<file path="src/rtl/sdac_pkg.sv">
package sdac_pkg;
  localparam int FRAME_BITS = 16;

  typedef enum logic {
    UPD_AUTO   = 1'b0,
    UPD_STROBE = 1'b1
  } upd_mode_e;
endpackage

</file>
<file path="src/rtl/sdac_sync.sv">
module sdac_sync #(
  parameter int         W    = 4,
  parameter logic [W-1:0] IDLE = '0
) (
  input  logic         clk,
  input  logic         rst,
  input  logic [W-1:0] d_i,
  output logic [W-1:0] lvl_o,
  output logic [W-1:0] fall_o,
  output logic [W-1:0] rise_o
);
  logic [W-1:0] st1_q, st2_q, st3_q;

  always_ff @(posedge clk) begin
    if (rst) begin
      st1_q <= IDLE;
      st2_q <= IDLE;
      st3_q <= IDLE;
    end else begin
      st1_q <= d_i;
      st2_q <= st1_q;
      st3_q <= st2_q;
    end
  end

  assign lvl_o  = st2_q;
  assign fall_o = st3_q & ~st2_q;
  assign rise_o = ~st3_q & st2_q;
endmodule

</file>
<file path="src/rtl/sdac_shifter.sv">
module sdac_shifter
  import sdac_pkg::*;
#(
  parameter int FRAME = FRAME_BITS
) (
  input  logic             clk,
  input  logic             rst,
  input  logic             clr_n_i,
  input  logic             start_i,
  input  logic             sclk_fall_i,
  input  logic             sync_rise_i,
  input  logic             sdin_i,
  output logic [FRAME-1:0] word_o,
  output logic             done_o,
  output logic             short_o
);
  localparam int CW = $clog2(FRAME + 1);

  logic          active_q;
  logic [CW-1:0] cnt_q;
  logic          last_edge;

  assign last_edge = sclk_fall_i && (cnt_q == CW'(FRAME - 1));

  always_ff @(posedge clk or negedge clr_n_i) begin
    if (!clr_n_i) begin
      active_q <= 1'b0;
      cnt_q    <= '0;
      word_o   <= '0;
      done_o   <= 1'b0;
      short_o  <= 1'b0;
    end else if (rst) begin
      active_q <= 1'b0;
      cnt_q    <= '0;
      word_o   <= '0;
      done_o   <= 1'b0;
      short_o  <= 1'b0;
    end else begin
      done_o  <= 1'b0;
      short_o <= 1'b0;
      if (start_i) begin
        active_q <= 1'b1;
        cnt_q    <= '0;
      end else if (active_q) begin
        if (sclk_fall_i && (cnt_q < CW'(FRAME))) begin
          word_o <= {word_o[FRAME-2:0], sdin_i};
          cnt_q  <= cnt_q + 1'b1;
          if (last_edge) done_o <= 1'b1;
        end
        if (sync_rise_i) begin
          active_q <= 1'b0;
          if (!last_edge && (cnt_q != CW'(FRAME))) short_o <= 1'b1;
        end
      end
    end
  end

  // a full word is frozen against further serial clock edges
  a_r3_word_frozen: assert property (@(posedge clk) disable iff (rst || !clr_n_i)
    (cnt_q == CW'(FRAME) && !start_i) |=> $stable(word_o));

  // a frame is never both short and complete
  a_r9_short_not_done: assert property (@(posedge clk) disable iff (rst || !clr_n_i)
    short_o |-> !done_o);
endmodule

</file>
<file path="src/rtl/sdac_update.sv">
module sdac_update
  import sdac_pkg::*;
#(
  parameter int RES    = 16,
  parameter int FRAME  = FRAME_BITS,
  parameter int SETTLE = 1000
) (
  input  logic             clk,
  input  logic             rst,
  input  logic             clr_n_i,
  input  logic             start_i,
  input  logic             ldac_lvl_i,
  input  logic             ldac_fall_i,
  input  logic             ldac_rise_i,
  input  logic             done_i,
  input  logic [FRAME-1:0] word_i,
  output logic [RES-1:0]   dac_o,
  output logic             latch_stb_o,
  output logic             out_valid_o,
  output logic             pad_err_o,
  output logic             proto_err_o
);
  localparam int TW = $clog2(SETTLE + 1);

  logic [RES-1:0] code_w;
  logic           pad_w;
  upd_mode_e      mode_q;
  logic           pending_q, hold_low_q;
  logic [TW-1:0]  tmr_q;

  generate
    if (RES == FRAME) begin : g_full
      assign code_w = word_i;
      assign pad_w  = 1'b0;
    end else begin : g_padded
      assign code_w = word_i[FRAME-1 -: RES];
      assign pad_w  = |word_i[FRAME-RES-1:0];
    end
  endgenerate

  always_ff @(posedge clk or negedge clr_n_i) begin
    if (!clr_n_i) begin
      dac_o <= '0; latch_stb_o <= 1'b0; out_valid_o <= 1'b0;
      pad_err_o <= 1'b0; proto_err_o <= 1'b0; mode_q <= UPD_AUTO;
      pending_q <= 1'b0; hold_low_q <= 1'b0; tmr_q <= '0;
    end else if (rst) begin
      dac_o <= '0; latch_stb_o <= 1'b0; out_valid_o <= 1'b0;
      pad_err_o <= 1'b0; proto_err_o <= 1'b0; mode_q <= UPD_AUTO;
      pending_q <= 1'b0; hold_low_q <= 1'b0; tmr_q <= '0;
    end else begin
      latch_stb_o <= 1'b0;
      out_valid_o <= 1'b0;
      proto_err_o <= 1'b0;
      if (ldac_rise_i) hold_low_q <= 1'b0;
      if (tmr_q != '0) begin
        tmr_q <= tmr_q - 1'b1;
        if (tmr_q == TW'(1)) out_valid_o <= 1'b1;
      end
      if (start_i) begin
        mode_q    <= ldac_lvl_i ? UPD_STROBE : UPD_AUTO;
        pending_q <= 1'b0;
        if (hold_low_q && !ldac_lvl_i) proto_err_o <= 1'b1;
      end else if (done_i) begin
        pad_err_o <= pad_w;
        if (mode_q == UPD_AUTO) begin
          dac_o       <= code_w;
          latch_stb_o <= 1'b1;
          out_valid_o <= 1'b1;
        end else begin
          pending_q <= 1'b1;
        end
      end else if (pending_q && ldac_fall_i) begin
        dac_o       <= code_w;
        latch_stb_o <= 1'b1;
        pending_q   <= 1'b0;
        hold_low_q  <= 1'b1;
        tmr_q       <= TW'(SETTLE);
      end
    end
  end

  // a completed word in strobed mode is not loaded on the next cycle
  a_r6_no_auto_load: assert property (@(posedge clk) disable iff (rst || !clr_n_i)
    (done_i && mode_q == UPD_STROBE) |=> !latch_stb_o);

  // a strobed load never signals output valid in its own cycle
  a_r7_valid_delayed: assert property (@(posedge clk) disable iff (rst || !clr_n_i)
    (latch_stb_o && mode_q == UPD_STROBE) |-> !out_valid_o);

  // a protocol error is raised only by a frame start
  a_r8_err_at_start: assert property (@(posedge clk) disable iff (rst || !clr_n_i)
    proto_err_o |-> $past(start_i));

  // a held clear keeps the code at zero
  always_ff @(posedge clk) begin
    if (!clr_n_i) a_r10_clear_zero: assert (dac_o == '0);
  end
endmodule

</file>
<file path="src/rtl/sdac_frontend.sv">
module sdac_frontend
  import sdac_pkg::*;
#(
  parameter int RES_BITS    = 16,
  parameter int SETTLE_CLKS = 1000
) (
  input  logic                clk,
  input  logic                rst,
  input  logic                chain_sel_i,
  input  logic                sclk_i,
  input  logic                sync_n_i,
  input  logic                sdin_i,
  input  logic                ldac_n_i,
  input  logic                clr_n_i,
  output logic [RES_BITS-1:0] dac_code_o,
  output logic                latch_stb_o,
  output logic                out_valid_o,
  output logic                pad_err_o,
  output logic                proto_err_o,
  output logic                short_frame_o
);
  localparam int NPIN = 4;
  localparam logic [NPIN-1:0] PIN_IDLE = 4'b1011; // ldac, sdin, sync, sclk

  logic [NPIN-1:0] lvl, fall, rise;
  logic            start;
  logic [FRAME_BITS-1:0] word;
  logic            done;
  logic            unused_ok;

  sdac_sync #(.W(NPIN), .IDLE(PIN_IDLE)) u_sync (
    .clk    (clk),
    .rst    (rst),
    .d_i    ({ldac_n_i, sdin_i, sync_n_i, sclk_i}),
    .lvl_o  (lvl),
    .fall_o (fall),
    .rise_o (rise)
  );

  assign start     = fall[1] && !chain_sel_i;
  assign unused_ok = &{1'b0, lvl[0], lvl[1], fall[2], rise[2], rise[0]};

  sdac_shifter #(.FRAME(FRAME_BITS)) u_shift (
    .clk         (clk),
    .rst         (rst),
    .clr_n_i     (clr_n_i),
    .start_i     (start),
    .sclk_fall_i (fall[0]),
    .sync_rise_i (rise[1]),
    .sdin_i      (lvl[2]),
    .word_o      (word),
    .done_o      (done),
    .short_o     (short_frame_o)
  );

  sdac_update #(.RES(RES_BITS), .FRAME(FRAME_BITS), .SETTLE(SETTLE_CLKS)) u_upd (
    .clk         (clk),
    .rst         (rst),
    .clr_n_i     (clr_n_i),
    .start_i     (start),
    .ldac_lvl_i  (lvl[3]),
    .ldac_fall_i (fall[3]),
    .ldac_rise_i (rise[3]),
    .done_i      (done),
    .word_i      (word),
    .dac_o       (dac_code_o),
    .latch_stb_o (latch_stb_o),
    .out_valid_o (out_valid_o),
    .pad_err_o   (pad_err_o),
    .proto_err_o (proto_err_o)
  );

  // with chain select high no load can follow a frame strobe
  a_r11_chain_blocks: assert property (@(posedge clk) disable iff (rst || !clr_n_i)
    (chain_sel_i && fall[1]) |-> !start);
endmodule

</file>
<file path="config.mk">
export PLATFORM = sky130hd
export DESIGN_NAME = sdac_frontend
export DESIGN_NICKNAME = d
export VERILOG_FILES = /design/src/rtl/sdac_pkg.sv /design/src/rtl/sdac_sync.sv /design/src/rtl/sdac_shifter.sv /design/src/rtl/sdac_update.sv /design/src/rtl/sdac_frontend.sv
export SDC_FILE = /design/constraint.sdc
export NUM_CORES = 1
export LEC_CHECK = 0
export BUFFER_PORTS_ARGS = -buffer_cell sky130_fd_sc_hd__buf_2
export CORE_ASPECT_RATIO = 1.2
export CORE_MARGIN = 1
export CORE_UTILIZATION = 60
export CTS_BUF_LIST = sky130_fd_sc_hd__clkbuf_8
export CTS_CLUSTER_DIAMETER = 60
export CTS_CLUSTER_SIZE = 12
export DETAILED_ROUTE_END_ITERATION = 10
export PLACE_DENSITY = 0.89
export SYNTH_ARGS = -nofsm -noshare
export SYNTH_HDL_FRONTEND = slang
export SYNTH_SLANG_ARGS = --single-unit
</file>
<file path="constraint.sdc">
create_clock -name clk -period 2.2 [get_ports clk]
set_input_delay 0.33 -clock clk [delete_from_list [all_inputs] [get_ports clk]]
set_output_delay 0.33 -clock clk [all_outputs]
set_load 0.01 [all_outputs]
</file>
==> summary.md, run 1 <==
| Metric | Value |
|---|---|
| Final Hold Fails | `0` |
| Clock transition at the registers of the reported paths | `70 ps` |
| Largest family of logic cells by synthesized area | `simple AND/OR/NAND/NOR gates` |
| Post-synthesis mux area share | `under 10%` |
| Crit Reg-Reg Startpoint | `u_sync.lvl_o[3]` |
| Post-layout util | `71.2%` |
| Core Region | `~4600 um2` |
| Clk_skew | `about 8.0 ps` |
| Vias | `between 1500 and 2000` |
| Max VDD drop | `between 0.7 and 0.8 mV` |
| Crit Path Max Fanout | `17` |
| Sink Count | `67` |
| PostCTS Resize Cnt | `0` |
| GP Congestion | `between 0.7 and 0.8` |
| XOR/XNOR Fraction of Synth Area | `around 1.8%` |
| Post-route cell area | `~3300 um2` |
| Status | `complete, no violations` |
| Synthesis-to-finish area growth | `14.3%` |
| DIE AREA | `5050 um2` |
| Vias per Instance | `between 5 and 6` |
| Nets | `~310` |
| Setup TNS Final | `0 ps` |
| Fin. max-slew vios | `0` |
| Setup violators final | `0` |
| CTS buffer count | `9` |
| Synth cell types | `46` |
| Placed Cells | `about 350` |
| Worst setup SP type | `register` |
| Post-CTS setup buffer count | `0` |
| Drt first-iter violations | `a little under 200` |
| GRT Resource Usage Total | `between 20% and 30%` |
| Final period util | `between 90% and 100%` |
| Fin crit period | `about 2000 ps` |
| Non-filler instance count after layout | `363` |
| Root Driver | `clkbuf_8` |
| Post-synthesis simple-gate area fraction | `19.9%` |
| DP Area | `between 3000 and 4000 um2` |
| WP data required | `roughly 2400 ps` |
| RSZ-0062 raised after global routing | `false` |
| Mean post-synth cell area | `~11 um2` |
| Vias in the first global route | `1968` |
| Worst hold-check path type | `input port to register` |
| FFs w/ async S/R, synth | `a little over four fifths` |
| First-pass GRT wire length | `8740 um` |
| Critical path type | `register to register` |
| H-Tree Depth | `3` |
| Synth Warn # | `0` |
| MaxCap Viol Count | `0` |
| Min Hold Slack | `172 ps` |
| DIE WIDTH | `~65 um` |
| Crit path DAT | `2200 ps` |
| Maximum number of pins on one net before global-route repair | `38` |
| Synth Area in Compound Gates | `around 8.9%` |
| Ys flop type | `dfrtp_1` |
| Drt total wl | `about 5000 um` |
| Floorplan row count | `27` |
| Tightest Pin Transition | `1090 ps` |
| Synth Net Count | `around 280` |
| Critical Path End Type | `register` |
| DP HPWL | `around 3400 um` |
| Global route overflow | `0` |
| I/O Pins | `29` |
| FF+latch count, synth | `67` |
| Post-Syn Instances | `between 200 and 300` |
| Post-route ant nets | `0` |
| Initial Utilization | `between 60 and 70%` |
| Post-synth EDFFs | `0` |
| DRC viols | `0` |
| Adder-cell share of the synthesized area | `2.19%` |
| 1st-pass router iterations | `4` |
| Ant diodes | `0` |
| DR WL/cell | `13.8 um` |
| Hold Startpoint | `sclk_i` |
| CP Launch Point | `u_sync.lvl_o[3]` |
| Antenna violations before repair | `0` |
| Die Ht | `77.7 um` |
| Sequential fraction of the synthesis area | `between 50 and 60%` |
| Clock Tree Buf Depth | `2` |
| P_leak | `between 1.5 and 2 nW` |
| Input/output buffers | `27` |
| TritonCTS clock tree | `yes` |
| Share of layout cells above drive strength 1 | `a little over a fifth` |
| Power Density | `~1000 nW/um2` |
| Maximum clock rate | `502 MHz` |
| Slew headroom | `27.3%` |
| Netlist Area Pre-Place | `2860 um2` |
| Clk_lat worst skew | `between 300 and 400 ps` |
## logic make-up after synthesis
kind of cell	Yosys count
AND/OR/NAND/NOR	111
flip-flops	67
AO/OA/AOI/OAI	43
buffers and inverters	21
multiplexers	17
XOR/XNOR	6
adder cells (fa/ha/maj)	5
other	1
## path summary, 6_finish.rpt
| check | to | slack, ps | cells after the start |
|---|---|---|---|
| setup / recovery | u_upd.dac_o[12] | 210 | 4 |
| hold / removal | u_sync.st1_q[0] | 170 | 2 |
| min in group asynchronous | u_shift.word_o[12] | 530 | 2 |
| max in group asynchronous | u_upd.tmr_q[9] | 1040 | 3 |
| hold reg to reg | u_sync.lvl_o[0] | 420 | 1 |
| setup reg to reg | u_upd.dac_o[12] | 210 | 4 |
## layout by cell type, fill, tap and decap left out, drive strengths merged, types with 2 or more instances in the layout
cell / n
o31ai: 2
inv: 7
bufinv: 3
clkbuf: 12
nor2: 27
dfrtp: 56
xor2: 2
nor3: 4
ha: 5
xnor2: 4
nand2: 41
nor3b: 4
nand4: 2
mux2i: 17
nor4b: 2
nor4: 2
a21oi: 28
and2: 2
buf: 31
or2: 9
nor2b: 3
or3b: 2
dfxtp: 11
a211oi: 4
nand2b: 4
nand3b: 2
o21ai: 3
a31oi: 2
## cell type report
| type | count | area (um2) |
|---|---|---|
| fill | 348 | 1320 |
| inverter | 7 | 26.3 |
| timing repair buffer | 32 | 175 |
| tap | 58 | 72.6 |
| clock inverter | 4 | 95.1 |
| multi-input combinational | 183 | 1120 |
| sequential | 67 | 1620 |
| clock buffer | 12 | 165 |
## critical path, stage by stage (launching register included)
cell and delay [ps]:
dfxtp_1 380, and4bb_2 270, o21ai_2 860, mux2i_1 280
nor2_1 60
## Yosys cell counts (3+ instances only)
cell type   n  share of area (%)
o21ai_0     3               0.52
nand2b_1    4               0.87
nor2_1     27                3.5
a211oi_1    4                1.0
buf_2       3               0.52
xnor2_1     4                1.2
nor3_1      4               0.70
nor2b_1     3               0.66
dfxtp_1    11                7.7
dfrtp_1    56                 49
clkbuf_1    4               0.52
inv_1       7               0.92
or2_2       9                2.0
nand2_1    41                5.4
nor3b_1     4                1.0
mux2i_1    17                5.9
ha_1        5                2.2
a21oi_1    28                4.9
## where the power goes
part	internal [mW]	total (mW)	switching, mW
Sequential	1.31	1.41	0.100
Combinational	0.288	0.615	0.326
Clock	0.844	1.28	0.437
## flip-flops by register name, indices dropped and copies added (netlist names)
register           count
u_shift.cnt_q          5
u_sync.lvl_o           4
u_upd.proto_err_o      1
u_upd.pending_q        1
u_upd.latch_stb_o      1
u_sync.st3_q           3
u_shift.done_o         1
u_upd.out_valid_o      1
u_shift.active_q       1
u_upd.mode_q           1
u_sync.st1_q           4
u_upd.hold_low_q       1
u_upd.dac_o           16
u_shift.short_o        1
u_shift.word_o        16
u_upd.tmr_q           10
## metrics by stage
| stage | power, mW | worst slack [ps] |
|---|---|---|
| 6_report | 3.30 | 208 |
| 5_1_grt | 3.48 | 93.3 |
| 4_1_cts | 3.33 | 205 |
| 3_5_place_dp | 2.03 | 205 |
| 3_3_place_gp | 2.00 | 291 |
| 2_1_floorplan | 1.90 | 576 |
## layer usage
layer  vias up  GRT usage [%]  share of wire, %
met2        42           38.0                52
li1        972              -                 -
met4         0           7.61               1.5
met1       971           27.5                42
met5         -              0                 0
met3        10           7.50               4.0
## repair_timing
item / in CTS / in global routing
hold buffers: 1 / 0
hold endpoints to repair: 19 / 0
setup endpoints to repair: 0 / 0
(Power assumes the default switching activity.)
==> run 2: changes to the inputs <==
- CORE_UTILIZATION: 60 -> 33
- PLACE_DENSITY: 0.89 -> 0.58
==> summary.md, run 2 (synthesized netlist as in run 1, its figures left out) <==
| Metric | Value |
|---|---|
| Nets | `313 (unchanged)` |
| Logic pwr share | `20.1% (+1.5 points)` |
| Drt total wl | `5010 um (-0.14%)` |
| DP HPWL | `3340 um (-0.73%)` |
| DIE WIDTH | `87.0 um (+34%)` |
| Clk pwr share | `32.5% (-6.3 points)` |
| Critical Path End Type | `register` |
| Pre-CTS WS | `374 ps (+169 ps)` |
| Post-CTS setup buffer count | `0 (unchanged)` |
| Fin crit period | `1840 ps (-156 ps)` |
| WL met3 | `180 um (-11%)` |
| R2r setup slk | `360 ps (+160 ps)` |
| Clock transition at the registers of the reported paths | `80 ps (about the same)` |
| Post-route ant nets | `0 (unchanged)` |
| Sink Count | `67 (unchanged)` |
| P_leak | `1.59 nW (-1.9%)` |
| DR WL/cell | `12.0 um (-13%)` |
| Clock Tree Buf Depth | `2 (unchanged)` |
| Placed Cells | `403 (+16%)` |
| Final period util | `83.5% (-7.1 points)` |
| Root Driver | `clkbuf_8` |
| DP Area | `3090 um2 (+3.0%)` |
| Post-route cell area | `3280 um2 (+0.19%)` |
| Highest routed metal layer | `met4` |
| Fin. max-slew vios | `0 (unchanged)` |
| 1st-pass router iterations | `4 (unchanged)` |
| TritonCTS clock tree | `yes` |
| Min Hold Slack | `-4.78 ps (-176 ps)` |
| Failing checks | `hold timing` |
| Vias | `1961 (-1.7%)` |
| Most common cell after layout, fill and taps aside | `dfrtp_1` |
| Fillcell total | `850 (+140%)` |
| Share of layout cells above drive strength 1 | `20.7% (-0.33 points)` |
| Cell Int Power | `2.11 mW (-14%)` |
| Worst hold-check path type | `input port to async pin` |
| GP Congestion | `0.758 (-4.7%)` |
| Input/output buffers | `27 (unchanged)` |
| Floorplan row count | `36 (+33%)` |
| Global route overflow | `0 (unchanged)` |
| CTS Hold Bufs | `0 (-1)` |
| Tightest Pin Transition | `623 ps (-468 ps)` |
| RSZ-0062 raised after global routing | `false` |
| Synthesis-to-finish area growth | `14.6%` |
| Setup violators final | `0 (unchanged)` |
| Setup TNS Final | `0 ps (unchanged)` |
| Non-filler instance count after layout | `419 (+15%)` |
| Drt first-iter violations | `29 (-85%)` |
| Final Hold Fails | `6 (+6)` |
| Maximum number of pins on one net before global-route repair | `32 (-16%)` |
| Worst setup SP type | `register` |
| Initial Utilization | `34.5% (-28 points)` |
| Core Region | `8290 um2 (+80%)` |
| Ant diodes | `0 (unchanged)` |
| Clk_skew | `9.71 ps (+1.67 ps)` |
| Switch Pwr | `857 uW (-0.83%)` |
| DIE AREA | `9050 um2 (+79%)` |
| I/O Pins | `29 (unchanged)` |
| Maximum clock rate | `545 MHz (+8.5%)` |
| Sw Ratio | `28.9% (+2.8 points)` |
| Antenna violations before repair | `0 (unchanged)` |
| Post-layout util | `39.6% (-32 points)` |
| PostCTS Resize Cnt | `0 (unchanged)` |
| Status | `finished, violations left` |
| GRT Resource Usage Total | `12.4% (-10 points)` |
| Crit path DAT | `2060 ps (-140 ps)` |
| Die Ht | `104 um (+34%)` |
| WP data required | `2430 ps (+20 ps)` |
| Max VDD drop | `0.347 mV (-53%)` |
| DRT met1 WL | `2390 um (+13%)` |
| Power Density | `904 nW/um2 (-10%)` |
| Vias in the first global route | `1929 (-2.0%)` |
| DRC viols | `0 (unchanged)` |
| Sequential Power Share | `47.3% (+4.7 points)` |
| Vias per Instance | `4.68 (-15%)` |
| Clk_lat worst skew | `340 ps (about the same)` |
| Crit Path Max Fanout | `7 (-10)` |
| Slew headroom | `58.5% (+31 points)` |
| CTS buffer count | `9 (unchanged)` |
| MaxCap Viol Count | `0 (unchanged)` |
| Met2 WL | `2360 um (-10%)` |
| H-Tree Depth | `3 (unchanged)` |
| Most frequent cells in the layout | `dfrtp_1 (56), nand2_1 (41), a21oi_1 (28)` |
| Worst Slack Setup Final | `364 ps (+156 ps)` |
| First-pass GRT wire length | `8720 um (-0.24%)` |
| Critical path type | `register to register` |
| Biggest regs | `u_shift.word_o: 16 flops, u_upd.dac_o: 16 flops, u_upd.tmr_q: 10 flops` |
| Total chip power | `2.96 mW (-10%)` |
## run 2: worst paths after layout
kind                                       from  depth (start not counted)           endpoint
worst max-delay path             u_upd.tmr_q[0]                          5     u_upd.tmr_q[1]
worst min-delay path                    clr_n_i                          1  u_upd.latch_stb_o
worst max register to register   u_upd.tmr_q[0]                          5     u_upd.tmr_q[1]
worst min register to register  u_sync.st1_q[3]                          1    u_sync.lvl_o[3]
max in group asynchronous               clr_n_i                          2     u_upd.tmr_q[7]
min in group clk                         sclk_i                          2    u_sync.st1_q[0]
## run 2: power groups by stage
| stage | sequential, mW | combinational (mW) | clock, mW |
|---|---|---|---|
| after floorplan | 1.41 | 0.494 | 0 |
| after global placement | 1.42 | 0.600 | 0 |
| after detailed placement | 1.43 | 0.605 | 0 |
| after CTS | 1.40 | 0.608 | 0.999 |
| after global routing | 1.42 | 0.681 | 1.05 |
| final | 1.40 | 0.597 | 0.964 |
## run 2: area by class of cell
type | count | area, um2 | share of cell area [%]
Clock buffer | 9 | 124 | 3.78
Clock inverter | 7 | 62.6 | 1.91
Inverter | 7 | 26.3 | 0.801
Multi-Input combinational cell | 183 | 1120 | 34.1
Sequential cell | 67 | 1620 | 49.4
Tap cell | 114 | 143 | 4.35
Timing Repair Buffer | 32 | 185 | 5.65
## run 2: layer usage
metal | GRT usage [%] | up-vias
li1 | - | 975
met1 | 15.8 | 942
met2 | 19.1 | 37
met3 | 3.81 | 7
met4 | 5.36 | 0
met5 | 0 | -
## run 2: worst max-delay path, stage by stage, from the launching register on
cell	delay [ps]
dfrtp_1	430
inv_1	80
ha_1	260
nor3b_1	330
nand3_1	230
a2111oi_2	400
